$ cat src/rtl/spi_ring_pkg.sv
package spi_ring_pkg;
  // register offsets
  localparam int OFS_OPC = 0;
  localparam int OFS_CNT = 1;
  localparam int OFS_CTL = 2;
  localparam int OFS_DAT = 12;
  localparam int OFS_STS = 13;
  // control and status bit positions
  localparam int EXEC_BIT = 0;
  localparam int CLR_BIT  = 4;
  localparam int SPD_LSB  = 4;
  localparam int SPD_W    = 2;

  typedef enum logic [1:0] {PH_OPC, PH_TX, PH_RX} phase_t;
endpackage

$ cat src/rtl/spi_ring_clkdiv.sv
module spi_ring_clkdiv #(
  parameter int SELW = 2
) (
  input  logic            clk,
  input  logic            rst,
  input  logic            run,
  input  logic [SELW-1:0] sel,
  output logic            tick
);
  logic [SELW-1:0] cnt_q;

  always_ff @(posedge clk) begin
    if (rst || !run)   cnt_q <= '0;
    else if (cnt_q == sel) cnt_q <= '0;
    else               cnt_q <= cnt_q + SELW'(1);
  end

  // one pulse per half period of the serial clock
  assign tick = run && (cnt_q == sel);
endmodule

$ cat src/rtl/spi_ring_shifter.sv
module spi_ring_shifter #(
  parameter int W = 8
) (
  input  logic         clk,
  input  logic         rst,
  input  logic         tick,
  input  logic         load,
  input  logic [W-1:0] load_data,
  input  logic         miso,
  output logic         sck,
  output logic         mosi,
  output logic         byte_done,
  output logic [W-1:0] rx_byte
);
  localparam int BW = $clog2(W);

  logic [W-1:0]  txsh_q, rxsh_q;
  logic [BW-1:0] bit_q;

  always_ff @(posedge clk) begin
    if (rst) begin
      sck    <= 1'b0;
      txsh_q <= '0;
      rxsh_q <= '0;
      bit_q  <= '0;
    end else begin
      if (tick) begin
        if (!sck) begin
          sck    <= 1'b1;
          rxsh_q <= {rxsh_q[W-2:0], miso};
        end else begin
          sck <= 1'b0;
          if (bit_q != BW'(W-1)) begin
            txsh_q <= {txsh_q[W-2:0], 1'b0};
            bit_q  <= bit_q + BW'(1);
          end
        end
      end
      if (load) begin
        txsh_q <= load_data;
        bit_q  <= '0;
      end
    end
  end

  assign byte_done = tick && sck && (bit_q == BW'(W-1));
  assign mosi      = txsh_q[W-1];
  assign rx_byte   = rxsh_q;
endmodule

$ cat src/rtl/spi_ring_mem.sv
module spi_ring_mem #(
  parameter int DEPTH = 8,
  parameter int W     = 8,
  localparam int PW   = $clog2(DEPTH)
) (
  input  logic          clk,
  input  logic          we,
  input  logic [PW-1:0] waddr,
  input  logic [W-1:0]  wdata,
  input  logic [PW-1:0] raddr_a,
  output logic [W-1:0]  rdata_a,
  input  logic [PW-1:0] raddr_b,
  output logic [W-1:0]  rdata_b
);
  // no reset: contents persist across commands
  logic [W-1:0] mem [DEPTH];

  always_ff @(posedge clk) begin
    if (we) mem[waddr] <= wdata;
  end

  assign rdata_a = mem[raddr_a];
  assign rdata_b = mem[raddr_b];
endmodule

$ cat src/rtl/spi_ring_ctrl.sv
module spi_ring_ctrl
  import spi_ring_pkg::*;
#(
  parameter int DEPTH = 8,
  parameter int AW    = 4,
  parameter int DW    = 8
) (
  input  logic          clk,
  input  logic          rst,
  input  logic          bus_wr,
  input  logic          bus_rd,
  input  logic [AW-1:0] bus_addr,
  input  logic [DW-1:0] bus_wdata,
  output logic [DW-1:0] bus_rdata,
  output logic          spi_cs_n,
  output logic          spi_sck,
  output logic          spi_mosi,
  input  logic          spi_miso
);
  localparam int PW = $clog2(DEPTH);
  localparam int CW = DW / 2;

  logic [DW-1:0]    opc_q, cnt_q;
  logic [SPD_W-1:0] spd_q;
  logic [PW-1:0]    ptr_q;
  logic             busy_q;
  phase_t           ph_q;
  logic [CW-1:0]    txl_q, rxl_q;

  logic hit_opc, hit_cnt, hit_ctl, hit_dat, hit_sts;
  logic wr_ok, start, tick, byte_done, load, more_tx, more_rx, ring_we;
  logic [DW-1:0] rx_byte, load_data, ring_bus, ring_eng, ring_wdata, sts_word;
  logic [PW-1:0] eng_ptr;

  assign hit_opc = bus_addr == AW'(OFS_OPC);
  assign hit_cnt = bus_addr == AW'(OFS_CNT);
  assign hit_ctl = bus_addr == AW'(OFS_CTL);
  assign hit_dat = bus_addr == AW'(OFS_DAT);
  assign hit_sts = bus_addr == AW'(OFS_STS);

  assign wr_ok   = bus_wr && !busy_q;
  assign start   = wr_ok && hit_ctl && bus_wdata[EXEC_BIT];
  assign more_tx = txl_q != '0;
  assign more_rx = rxl_q != '0;
  assign load    = start || (byte_done && (more_tx || more_rx));
  // the next send byte comes from the slot after the one just finished
  assign eng_ptr   = (ph_q == PH_OPC) ? ptr_q : ptr_q + PW'(1);
  assign load_data = start ? opc_q : (more_tx ? ring_eng : '0);
  assign ring_we    = (wr_ok && hit_dat) || (busy_q && byte_done && ph_q != PH_OPC);
  assign ring_wdata = busy_q ? rx_byte : bus_wdata;

  always_comb begin
    sts_word = '0;
    sts_word[SPD_LSB +: SPD_W] = spd_q;
    sts_word[PW-1:0] = ptr_q;
  end

  spi_ring_mem #(.DEPTH(DEPTH), .W(DW)) u_mem (
    .clk(clk), .we(ring_we), .waddr(ptr_q), .wdata(ring_wdata),
    .raddr_a(ptr_q), .rdata_a(ring_bus), .raddr_b(eng_ptr), .rdata_b(ring_eng)
  );

  spi_ring_clkdiv #(.SELW(SPD_W)) u_div (
    .clk(clk), .rst(rst), .run(busy_q), .sel(spd_q), .tick(tick)
  );

  spi_ring_shifter #(.W(DW)) u_shift (
    .clk(clk), .rst(rst), .tick(tick), .load(load), .load_data(load_data),
    .miso(spi_miso), .sck(spi_sck), .mosi(spi_mosi), .byte_done(byte_done),
    .rx_byte(rx_byte)
  );

  always_ff @(posedge clk) begin
    if (rst) begin
      opc_q    <= '0;
      cnt_q    <= '0;
      spd_q    <= '0;
      ptr_q    <= '0;
      busy_q   <= 1'b0;
      spi_cs_n <= 1'b1;
      ph_q     <= PH_OPC;
      txl_q    <= '0;
      rxl_q    <= '0;
    end else begin
      if (wr_ok) begin
        if (hit_opc) opc_q <= bus_wdata;
        if (hit_cnt) cnt_q <= bus_wdata;
        if (hit_sts) spd_q <= bus_wdata[SPD_LSB +: SPD_W];
        if (hit_dat) ptr_q <= ptr_q + PW'(1);
        if (hit_ctl && bus_wdata[CLR_BIT]) ptr_q <= '0;
        if (start) begin
          busy_q   <= 1'b1;
          spi_cs_n <= 1'b0;
          ph_q     <= PH_OPC;
          txl_q    <= cnt_q[CW-1:0];
          rxl_q    <= cnt_q[DW-1:CW];
        end
      end
      if (bus_rd && !busy_q && hit_dat) ptr_q <= ptr_q + PW'(1);
      if (busy_q && byte_done) begin
        if (ph_q != PH_OPC) ptr_q <= ptr_q + PW'(1);
        if (more_tx) begin
          ph_q  <= PH_TX;
          txl_q <= txl_q - CW'(1);
        end else if (more_rx) begin
          ph_q  <= PH_RX;
          rxl_q <= rxl_q - CW'(1);
        end else begin
          busy_q   <= 1'b0;
          spi_cs_n <= 1'b1;
        end
      end
    end
  end

  always_ff @(posedge clk) begin
    if (rst) bus_rdata <= '0;
    else if (bus_rd) begin
      if      (hit_opc) bus_rdata <= opc_q;
      else if (hit_cnt) bus_rdata <= cnt_q;
      else if (hit_ctl) bus_rdata <= {{(DW-1){1'b0}}, busy_q};
      else if (hit_dat) bus_rdata <= ring_bus;
      else if (hit_sts) bus_rdata <= sts_word;
      else              bus_rdata <= '0;
    end
  end
endmodule

$ cat config.mk
export PLATFORM = sky130hd
export DESIGN_NAME = spi_ring_ctrl
export DESIGN_NICKNAME = d
export VERILOG_FILES = /design/src/rtl/spi_ring_pkg.sv /design/src/rtl/spi_ring_clkdiv.sv /design/src/rtl/spi_ring_shifter.sv /design/src/rtl/spi_ring_mem.sv /design/src/rtl/spi_ring_ctrl.sv
export SDC_FILE = /design/constraint.sdc
export NUM_CORES = 1
export LEC_CHECK = 0
export ABC_AREA = 1
export BUFFER_PORTS_ARGS = -buffer_cell sky130_fd_sc_hd__buf_2
export CAP_MARGIN = 20
export CORE_AREA = 2 2 113 115
export DETAILED_ROUTE_END_ITERATION = 10
export DIE_AREA = 0 0 115 117
export PLACE_DENSITY = 0.74
export SLEW_MARGIN = 20
export SYNTH_ARGS = -nofsm -noshare
export SYNTH_HDL_FRONTEND = slang
export SYNTH_SLANG_ARGS = --single-unit
export TNS_END_PERCENT = 20
$ cat constraint.sdc
create_clock -name clk -period 2.1 [get_ports clk]
set_input_delay 0.42 -clock clk [delete_from_list [all_inputs] [get_ports clk]]
set_output_delay 0.42 -clock clk [all_outputs]
set_load 0.02 [all_outputs]
==> results of run 1 <==
placed cells by master (no fill, tap or decap), types with 7 or more instances in the layout:
master     synthesis  final
buf_2             13     28
nor2_1            30     26
a21oi_1           56     56
inv_1            135    135
o21ai_0           66     66
nand2_2            4      7
buf_4              4     36
clkbuf_16          0     17
edfxtp_1          64     64
nand3_1           83     83
o211ai_1          29     29
nand2_1          209    206
nor2_2             5      9
dfxtp_1           63     62
sequential cells by signal (all words and copies together), names as in the netlist:
register	cells
spi_cs_n	1
ptr_q	3
spd_q	2
u_shift.bit_q	3
rxl_q	4
opc_q	8
cnt_q	8
u_shift.txsh_q	8
bus_rdata	8
u_shift.rx_byte	8
u_div.cnt_q	2
ph_q	2
busy_q	1
txl_q	4
u_shift.sck	1
u_mem.mem	64
cells by family after synthesis:
group,synth area share [%]
compound gates,15.2
simple gates,23.3
xor+xnor,1.04
buf+inv,10.9
flops,48.3
fa+ha+maj,1.14
where the power goes:
| part | leakage (nW) | internal [mW] | switching, mW | total (mW) |
|---|---|---|---|---|
| Sequential | 1.09 | 2.63 | 0.0166 | 2.64 |
| Clock | 0.264 | 1.64 | 1.14 | 2.78 |
| Combinational | 1.83 | 0.109 | 0.242 | 0.351 |
| Total | 3.18 | 4.38 | 1.39 | 5.77 |
worst max path at each step:
stage                              to  cells after the start           start
floorplan             u_mem.mem[3][0]                      9  u_div.cnt_q[0]
global placement    u_shift.txsh_q[3]                      9        rxl_q[0]
detailed placement    u_mem.mem[1][6]                     10        spd_q[0]
global route          u_mem.mem[5][7]                     12        spd_q[1]
CTS                   u_mem.mem[1][1]                     12        spd_q[1]
finish                u_mem.mem[5][6]                     10  u_div.cnt_q[0]
critical path: stages (launching register included):
cell     delay, ns
dfxtp_1       0.35
xnor2_2       0.23
nand3_4       0.14
nor2_8        0.13
nand2_2       0.08
inv_2         0.09
nand2_1       0.11
nand2_2       0.13
nand2_2       0.12
nor2_2        0.14
buf_4         0.17
repair_timing:
| action | in CTS | in global routing |
|---|---|---|
| hold buffers | 0 | 0 |
| buffers inserted | 0 | 0 |
| resized for setup | 0 | 9 |
| setup endpoints to repair | 0 | 74 |
through the flow:
step,power [mW],hold slack (ns)
final,5.77,0.266
after global placement,3.03,0.449
after detailed placement,3.03,0.452
after CTS,5.79,0.261
after floorplan,2.91,0.425
after global routing,5.96,0.289
cell type report:
| cell class | instances | area [um^2] | area share [%] |
|---|---|---|---|
| Multi-Input combinational cell | 533 | 2720 | 35.6 |
| Sequential cell | 127 | 3180 | 41.7 |
| Tap cell | 150 | 188 | 2.46 |
| Inverter | 142 | 536 | 7.01 |
| Clock inverter | 14 | 135 | 1.77 |
| Timing Repair Buffer | 66 | 450 | 5.90 |
| Clock buffer | 18 | 429 | 5.62 |
routing by layer:
layer / global-route usage [%] / vias to the layer above / share of wire (%)
met3: 7.16 / 60 / 9.3
met5: 0 / - / 0
met4: 13.7 / 0 / 4.5
met2: 39.0 / 309 / 43
li1: - / 2844 / -
met1: 38.6 / 2576 / 44
==> metrics.txt, run 1 <==
status completed; Area after DPL about 7000 um^2; Max Cap Viol 0; Final min period 1.97 ns; vias approximately 5800; power density over cell area between 700 and 800 nW/um^2; crit-path max FO 6; placed wire-length estimate 12.7 mm; syn_area_per_cell 7.91 um^2; Final Slew Violations 0; Static Leak around 3.2 nW; path type of the worst setup path flip-flop to flip-flop; vias in the first global route roughly 5100; Synth Instances 833; worst endpoint required time 2.24 ns; global-route wire length before repair approximately 28 mm; share of cells above drive strength 1 15.9%; final instance area ~7600 um^2; CTS tree done; Critical Path End Type flip-flop; CTS Buf Count 17; number of synthesized flops with an enable pin 64; YS warnings 0; total global routing overflow 0; clk slew on worst S/H paths about 0.060 ns; most used flip-flop cell after synthesis edfxtp_1; Register-to-Register Path Depth 10; ys async rst share 0%; drt drc 0; Max clock buf depth 2; placer congestion estimate 0.945; H-tree depth 4; count of cell types in the netlist 44; initial antenna violation count 0; post-route ant nets 0; fill count roughly 1100; Starting Density 53.5%; nets 910; Fin. Hold Viols 0; Final Cycle Share around 94%; core footprint around 12000 um^2; worst hold path class input port to flip-flop; clock root buffer master clkbuf_16; most instantiated library cell after synthesis nand2_1; Post-Synthesis Cell Area 6590 um^2; Place WS approximately 0.097 ns; vias per inst ~5.5; setup TNS 0 ns; Crit path arrival time approximately 2.1 ns; Initial DRC Count 844; IO Pins 28; RSZ-0062 raised after global routing false; Slew headroom between 20 and 25%; CTS sink count between 100 and 150; Hold Path Sink u_shift.rx_byte[0]; Synth area leaders edfxtp_1, dfxtp_1, nand2_1, inv_1, nand3_1; Yosys top cell by area edfxtp_1; Util after Layout 62.0%; Ant. Diodes 0; GRT Total Usage 27.3%; die area 13500 um^2; width of the die approximately 120 um; final setup violation count 0; Worst setup SP type flip-flop; Worst-Skew Late Latency around 0.43 ns; # placed instances a little over 1000; worst hold path startpoint spi_miso; DR pass1 iterations 5; clock skew 0.0108 ns; reg-to-reg critical path endpoint u_mem.mem[5][6]; Fmax roughly 0.51 GHz; syn nets between 800 and 900; setup ws final 0.129 ns; Die Y between 100 and 150 um; synth cell count leaders nand2_1, inv_1, nand3_1, o21ai_0, edfxtp_1; DRT Wirelength ~18 mm; post-synth top area share between 20% and 30%; Peak VDD IR between 0.8 and 0.9 mV; average wire per standard cell 16.7 um; worst slew pin tran roughly 1.1 ns; Area growth, synth to finish 15.9%; PortBufs 27; non-filler cells, final approximately 1100; Rows 41; Hold Path Stages 3; largest net degree at the start of global routing 39; register area share after synthesis 48.3%; FF-to-FF Start u_div.cnt_q[0]; r2r setup slk 0.13 ns; Seq cells post-synth 127
Power figures use the tool's default switching activity.
==> run 2, diff against run 1 <==
PLACE_DENSITY = 0.71   (was 0.74)
clock period = 1.9 ns   (was 2.1 ns; I/O delays follow)
==> run 2 against run 1 <==
Compared with the run above:
- via count up 3.4%
- final cell count up 1.6%
- hold slack worse by 0.026 ns
- sequential share of layout area down 1.3 points
- setup slack worse by 0.059 ns
- core utilization up 2.2 points
- clock skew up 0.0020 ns
- non-clock buffer count up 17
- critical path type unchanged
- critical endpoint is now u_mem.mem[1][5]
- largest cell class unchanged
- highest routed layer unchanged
==> metrics.txt, run 2 (synthesis gave the netlist of run 1 again) <==
status completed; CTS sink count 127 (unchanged); Crit path buffers/inverters 2 (unchanged); most common cell after layout, fill and taps aside nand2_1; vias 5984 (+3.4%); nets 927 (+1.9%); width of the die 115 um (unchanged); clk slew on worst S/H paths 0.06 ns (about the same); clock root buffer master clkbuf_16; CTS Buf Count 17 (unchanged); die area 13500 um^2 (unchanged); commonest cells after routing, fill and taps aside nand2_1, inv_1, nand3_1, edfxtp_1, o21ai_0; worst hold path class input port to flip-flop; Final Slew Violations 0 (unchanged); total global routing overflow 0 (unchanged); vias in the first global route 5346 (+4.8%); placed wire-length estimate 14.6 mm (+15%); Max clock buf depth 2 (unchanged); Static Leak 3.33 nW (+4.5%); Area growth, synth to finish 20.1%; Ant. Diodes 0 (unchanged); hold_buf cts 0 (unchanged); clock skew 0.0128 ns (+0.00204 ns); CTS tree done; Worst-Skew Late Latency 0.42 ns (about the same); core footprint 12300 um^2 (unchanged); DR pass1 iterations 5 (unchanged); Final min period 1.83 ns (-0.141 ns); Critical Path Most Common Cell nand2_2; Area after DPL 7200 um^2 (+2.3%); Initial DRC Count 607 (-28%); Starting Density 53.5% (unchanged); r2r setup slk 0.07 ns (-0.06 ns); Fin. Hold Viols 0 (unchanged); Slowest cell on crit path dfxtp_1; max reg flops 64 (unchanged); Peak VDD IR 0.866 mV (+0.73%); power density over cell area 839 nW/um^2 (+11%); final setup violation count 0 (unchanged); post-route ant nets 0 (unchanged); final instance area 7910 um^2 (+3.6%); setup TNS 0 ns (unchanged); vias per inst 5.61 (+1.7%); IO Pins 28 (unchanged); path type of the worst setup path flip-flop to flip-flop; Final Cycle Share 96.3% (+2.4 points); GRT Total Usage 30.2% (+2.8 points); Max Cap Viol 0 (unchanged); share of cells above drive strength 1 18.4% (+2.5 points); crit-path max FO 8 (+2); Rows 41 (unchanged); RSZ-0062 raised after global routing true; Fmax 0.547 GHz (+7.7%); H-tree depth 4 (unchanged); worst slew pin tran 0.888 ns (-0.237 ns); slowest stage delay, CP 0.33 ns (-0.02 ns); initial antenna violation count 0 (unchanged); Slew headroom 40.4% (+16 points); global-route wire length before repair 29.8 mm (+8.5%); Crit path arrival time 1.96 ns (-0.15 ns); placer congestion estimate 0.955 (+1.1%); average wire per standard cell 18.8 um (+12%); CP delay by family, top simple AND/OR/NAND/NOR gates; Util after Layout 64.3% (+2.2 points); crit-path cells xnor2_2, nand3_4, nor2_8, nand2_2, inv_2, nand2_2, nand2_4, nand2_2, nor2_1, buf_4; DRT Wirelength 20.0 mm (+14%); largest net degree at the start of global routing 59 (+51%); Die Y 117 um (unchanged); Largest Register u_mem.mem; Power, Total 6.64 mW (+15%); PortBufs 27 (unchanged); worst endpoint required time 2.03 ns (-0.21 ns); drt drc 0 (unchanged); Critical Path End Type flip-flop; Worst setup SP type flip-flop
[run 2: changes by cell type in the layout (fill, tap and decap cells not counted), sizes merged]
cell	previous run	this run
bufinv	1	3
buf	66	82
clkinv	6	7
clkinvlp	4	2
inv	145	144
clkbuf	18	19
[run 2: worst register-to-register path, stage by stage (launching register included)]
cell and delay (ns):
dfxtp_1 0.33, xnor2_2 0.23, nand3_4 0.14, nor2_8 0.11, nand2_2 0.07, inv_2 0.08
nand2_2 0.09, nand2_4 0.11, nand2_2 0.09, nor2_1 0.11, buf_4 0.18
[run 2: through the flow]
stage               setup WS [ns]  instances  hold WS (ns)
floorplan                 -0.0895        833         0.425
global placement           0.0391       1032         0.450
detailed placement        -0.0343       1032         0.453
CTS                        0.0122       1065         0.235
global route            -0.000269       1067         0.244
finish                     0.0704       1067         0.240
[run 2: path summary, 6_finish.rpt]
check	startpoint	end	depth (start not counted)
worst max-delay path	u_div.cnt_q[0]	u_mem.mem[1][5]	10
worst min-delay path	bus_wdata[5]	spd_q[1]	3
worst max register to register	u_div.cnt_q[0]	u_mem.mem[1][5]	10
worst min register to register	bus_rdata[5]	bus_rdata[5]	2
[run 2: layer usage]
| metal | track usage [%] | vias to the layer above | share of wire [%] |
|---|---|---|---|
| li1 | - | 2873 | - |
| met5 | 0 | - | 0 |
| met2 | 43.9 | 315 | 44 |
| met3 | 7.42 | 25 | 10 |
| met4 | 9.40 | 0 | 1.5 |
| met1 | 44.6 | 2771 | 45 |
[run 2: cell type report]
cell class / count / area (um^2)
Timing Repair Buffer: 83 / 656
Clock inverter: 14 / 164
Sequential cell: 127 / 3190
Fill cell: 1062 / 4400
Multi-Input combinational cell: 533 / 2750
Inverter: 142 / 536
Clock buffer: 18 / 429
Tap cell: 150 / 188
[run 2: power by group]
part           switching (mW)  internal [mW]
Sequential             0.0197           2.90
Clock                    1.22           2.06
Combinational           0.290          0.144
Total                    1.53           5.10
[run 2: what timing repair did]
action / 4_1_cts / 5_1_grt
pin swaps: 1 / 5
resized for setup: 5 / 25
gates cloned: 0 / 1
setup buffers: 1 / 1
endpoints found under the setup margin: 72 / 82
==> run 3, diff against run 2 <==
BUFFER_PORTS_ARGS = default   (was -buffer_cell sky130_fd_sc_hd__buf_2)
DONT_BUFFER_PORTS = 1   (was default)
PLACE_DENSITY = 0.69   (was 0.71)
clock period = 2.2 ns   (was 1.9 ns; I/O delays follow)
==> run 3 against run 2 <==
Compared with the run above:
- critical path depth shrank 1
- via count down 4.1%
- power is 17% lower
- combinational power decreased by 34%
- count of clock-buffer cells in the layout is 11 higher
- sequential share of layout area up 2.6 points
- core utilization fell by 4.0 points
- flip-flop and latch count is the same
- largest power group unchanged
==> metrics.txt, run 3 (synthesis gave the netlist of run 1 again) <==
placer congestion estimate 0.923 (-3.4%); Area growth, synth to finish 12.5%; global routing usage on met1 36.8% (-7.8 points); CTS sink count 127 (unchanged); Worst setup SP type flip-flop; largest net degree at the start of global routing 37 (-37%); Fin. Hold Viols 0 (unchanged); global-route wire length before repair 27.4 mm (-8.2%); drt drc 0 (unchanged); r2r setup slk 0.16 ns (+0.09 ns); width of the die 115 um (unchanged); Max Cap Viol 0 (unchanged); final setup violation count 0 (unchanged); Slowest cell on crit path dfxtp_1; slowest stage delay, CP 0.49 ns (+0.16 ns); share of cells above drive strength 1 11.0% (-7.4 points); path type of the worst setup path flip-flop to flip-flop; final instance area 7420 um^2 (-6.3%); Crit path arrival time 2.39 ns (+0.43 ns); global route hottest layer met2; Critical Path End Type flip-flop; Static Leak 3.04 nW (-8.5%); Max clock buf depth 2 (unchanged); Peak VDD IR 0.492 mV (-43%); Largest Register u_mem.mem; CTS Buf Count 17 (unchanged); worst hold path class input port to flip-flop; post-cts sizing count 0 (-5); GRT Total Usage 27.3% (-2.9 points); power density over cell area 745 nW/um^2 (-11%); Final Cycle Share 92.7% (-3.6 points); crit-path cells ha_1, o21ai_2, buf_12, nand3_1, nand3_1, nand3_1, nand2_1, nand2_1, a21oi_2; Fin Hold WS 0.0788 ns (-0.161 ns); Slew headroom 27.7% (-13 points); non-filler cells, final 1012 (-5.2%); Final Slew Violations 0 (unchanged); max reg flops 64 (unchanged); total global routing overflow 0 (unchanged); vias in the first global route 5299 (-0.88%); Area after DPL 6830 um^2 (-5.2%); clk slew on worst S/H paths 0.05 ns (about the same); vias 5738 (-4.1%); worst slew pin tran 1.07 ns (+0.184 ns); H-tree depth 4 (unchanged); # placed instances 980 (-5.0%); hold_buf cts 0 (unchanged); Post-CTS Setup Bufs 0 (-1); DRT Wirelength 17.6 mm (-12%); clock root buffer master clkbuf_16; IO Pins 28 (unchanged); Rows 41 (unchanged); Crit path buffers/inverters 1 (-1); PortBufs 0 (-100%); Starting Density 53.5% (unchanged); average wire per standard cell 17.4 um (-7.6%); DR pass1 iterations 6 (+1); setup TNS 0 ns (unchanged); Power, Total 5.53 mW (-17%); commonest cells after routing, fill and taps aside nand2_1, inv_1, nand3_1, o21ai_0, edfxtp_1; placed wire-length estimate 13.1 mm (-10%); met2 Resource Use GR 40.2% (-3.6 points); core footprint 12300 um^2 (unchanged); CP delay by family, top simple AND/OR/NAND/NOR gates; met3 usage 7.98% (+0.57 points); initial antenna violation count 0 (unchanged); post-route ant nets 0 (unchanged); worst endpoint required time 2.56 ns (+0.53 ns); Critical Path Most Common Cell nand3_1; Fmax 0.490 GHz (-10%); die area 13500 um^2 (unchanged); CTS tree done; Final min period 2.04 ns (+0.209 ns); crit-path max FO 16 (+8); Ant. Diodes 0 (unchanged); vias per inst 5.67 (+1.1%); RSZ-0062 raised after global routing false; Initial DRC Count 558 (-8.1%); clock skew 0.0107 ns (-0.00208 ns); most common cell after layout, fill and taps aside nand2_1; Worst-Skew Late Latency 0.42 ns (about the same); Die Y 117 um (unchanged); nets 872 (-5.9%); status completed
## run 3: cell count changes in the layout (fill, tap and decap cells not counted), moves of 4 or more
cell	delta
clkbuf_8	+6
buf_4	-21
buf_12	-4
o21ai_0	+4
o21ai_1	-4
nand2_2	-5
nand2_1	+7
dfxtp_1	+4
buf_2	-27
## run 3: power by group
part	internal, mW	switching [mW]	leakage, nW
clock network	1.75	0.959	0.294
logic	0.0865	0.200	1.66
registers	2.51	0.0230	1.09
total	4.34	1.18	3.04
## run 3: through the flow
stage	setup slack (ns)	utilization, %
5_1_grt	0.0157	60.2
3_5_place_dp	0.174	55.5
2_1_floorplan	0.211	-
3_3_place_gp	0.204	55.5
6_report	0.161	60.2
4_1_cts	0.178	60.2
## run 3: final cells by class
| class | count | area, um^2 |
|---|---|---|
| clock buffer | 29 | 573 |
| clock inverter | 3 | 15.0 |
| sequential | 127 | 3180 |
| tap | 150 | 188 |
| timing repair buffer | 28 | 235 |
| fill | 1103 | 4890 |
| multi-input combinational | 533 | 2690 |
| inverter | 142 | 536 |
## run 3: path summary, 6_finish.rpt
check	startpoint	to	depth (start not counted)
setup / recovery	ptr_q[1]	u_shift.txsh_q[3]	9
hold / removal	rst	cnt_q[0]	1
setup reg to reg	ptr_q[1]	u_shift.txsh_q[3]	9
hold reg to reg	u_shift.rx_byte[7]	u_shift.rx_byte[7]	2
## run 3: worst register-to-register path, cell delays in order, from the launching register on
cell     delay [ns]
dfxtp_1        0.49
ha_1           0.33
o21ai_2        0.26
buf_12         0.19
nand3_1        0.11
nand3_1        0.13
nand3_1        0.12
nand2_1        0.13
nand2_1        0.09
a21oi_2        0.12
## run 3: metal layers
layer	wire, um	share of wire [%]
met1	7500	43
met2	7800	44
met3	1690	9.6
met4	577	3.3
met5	0	0
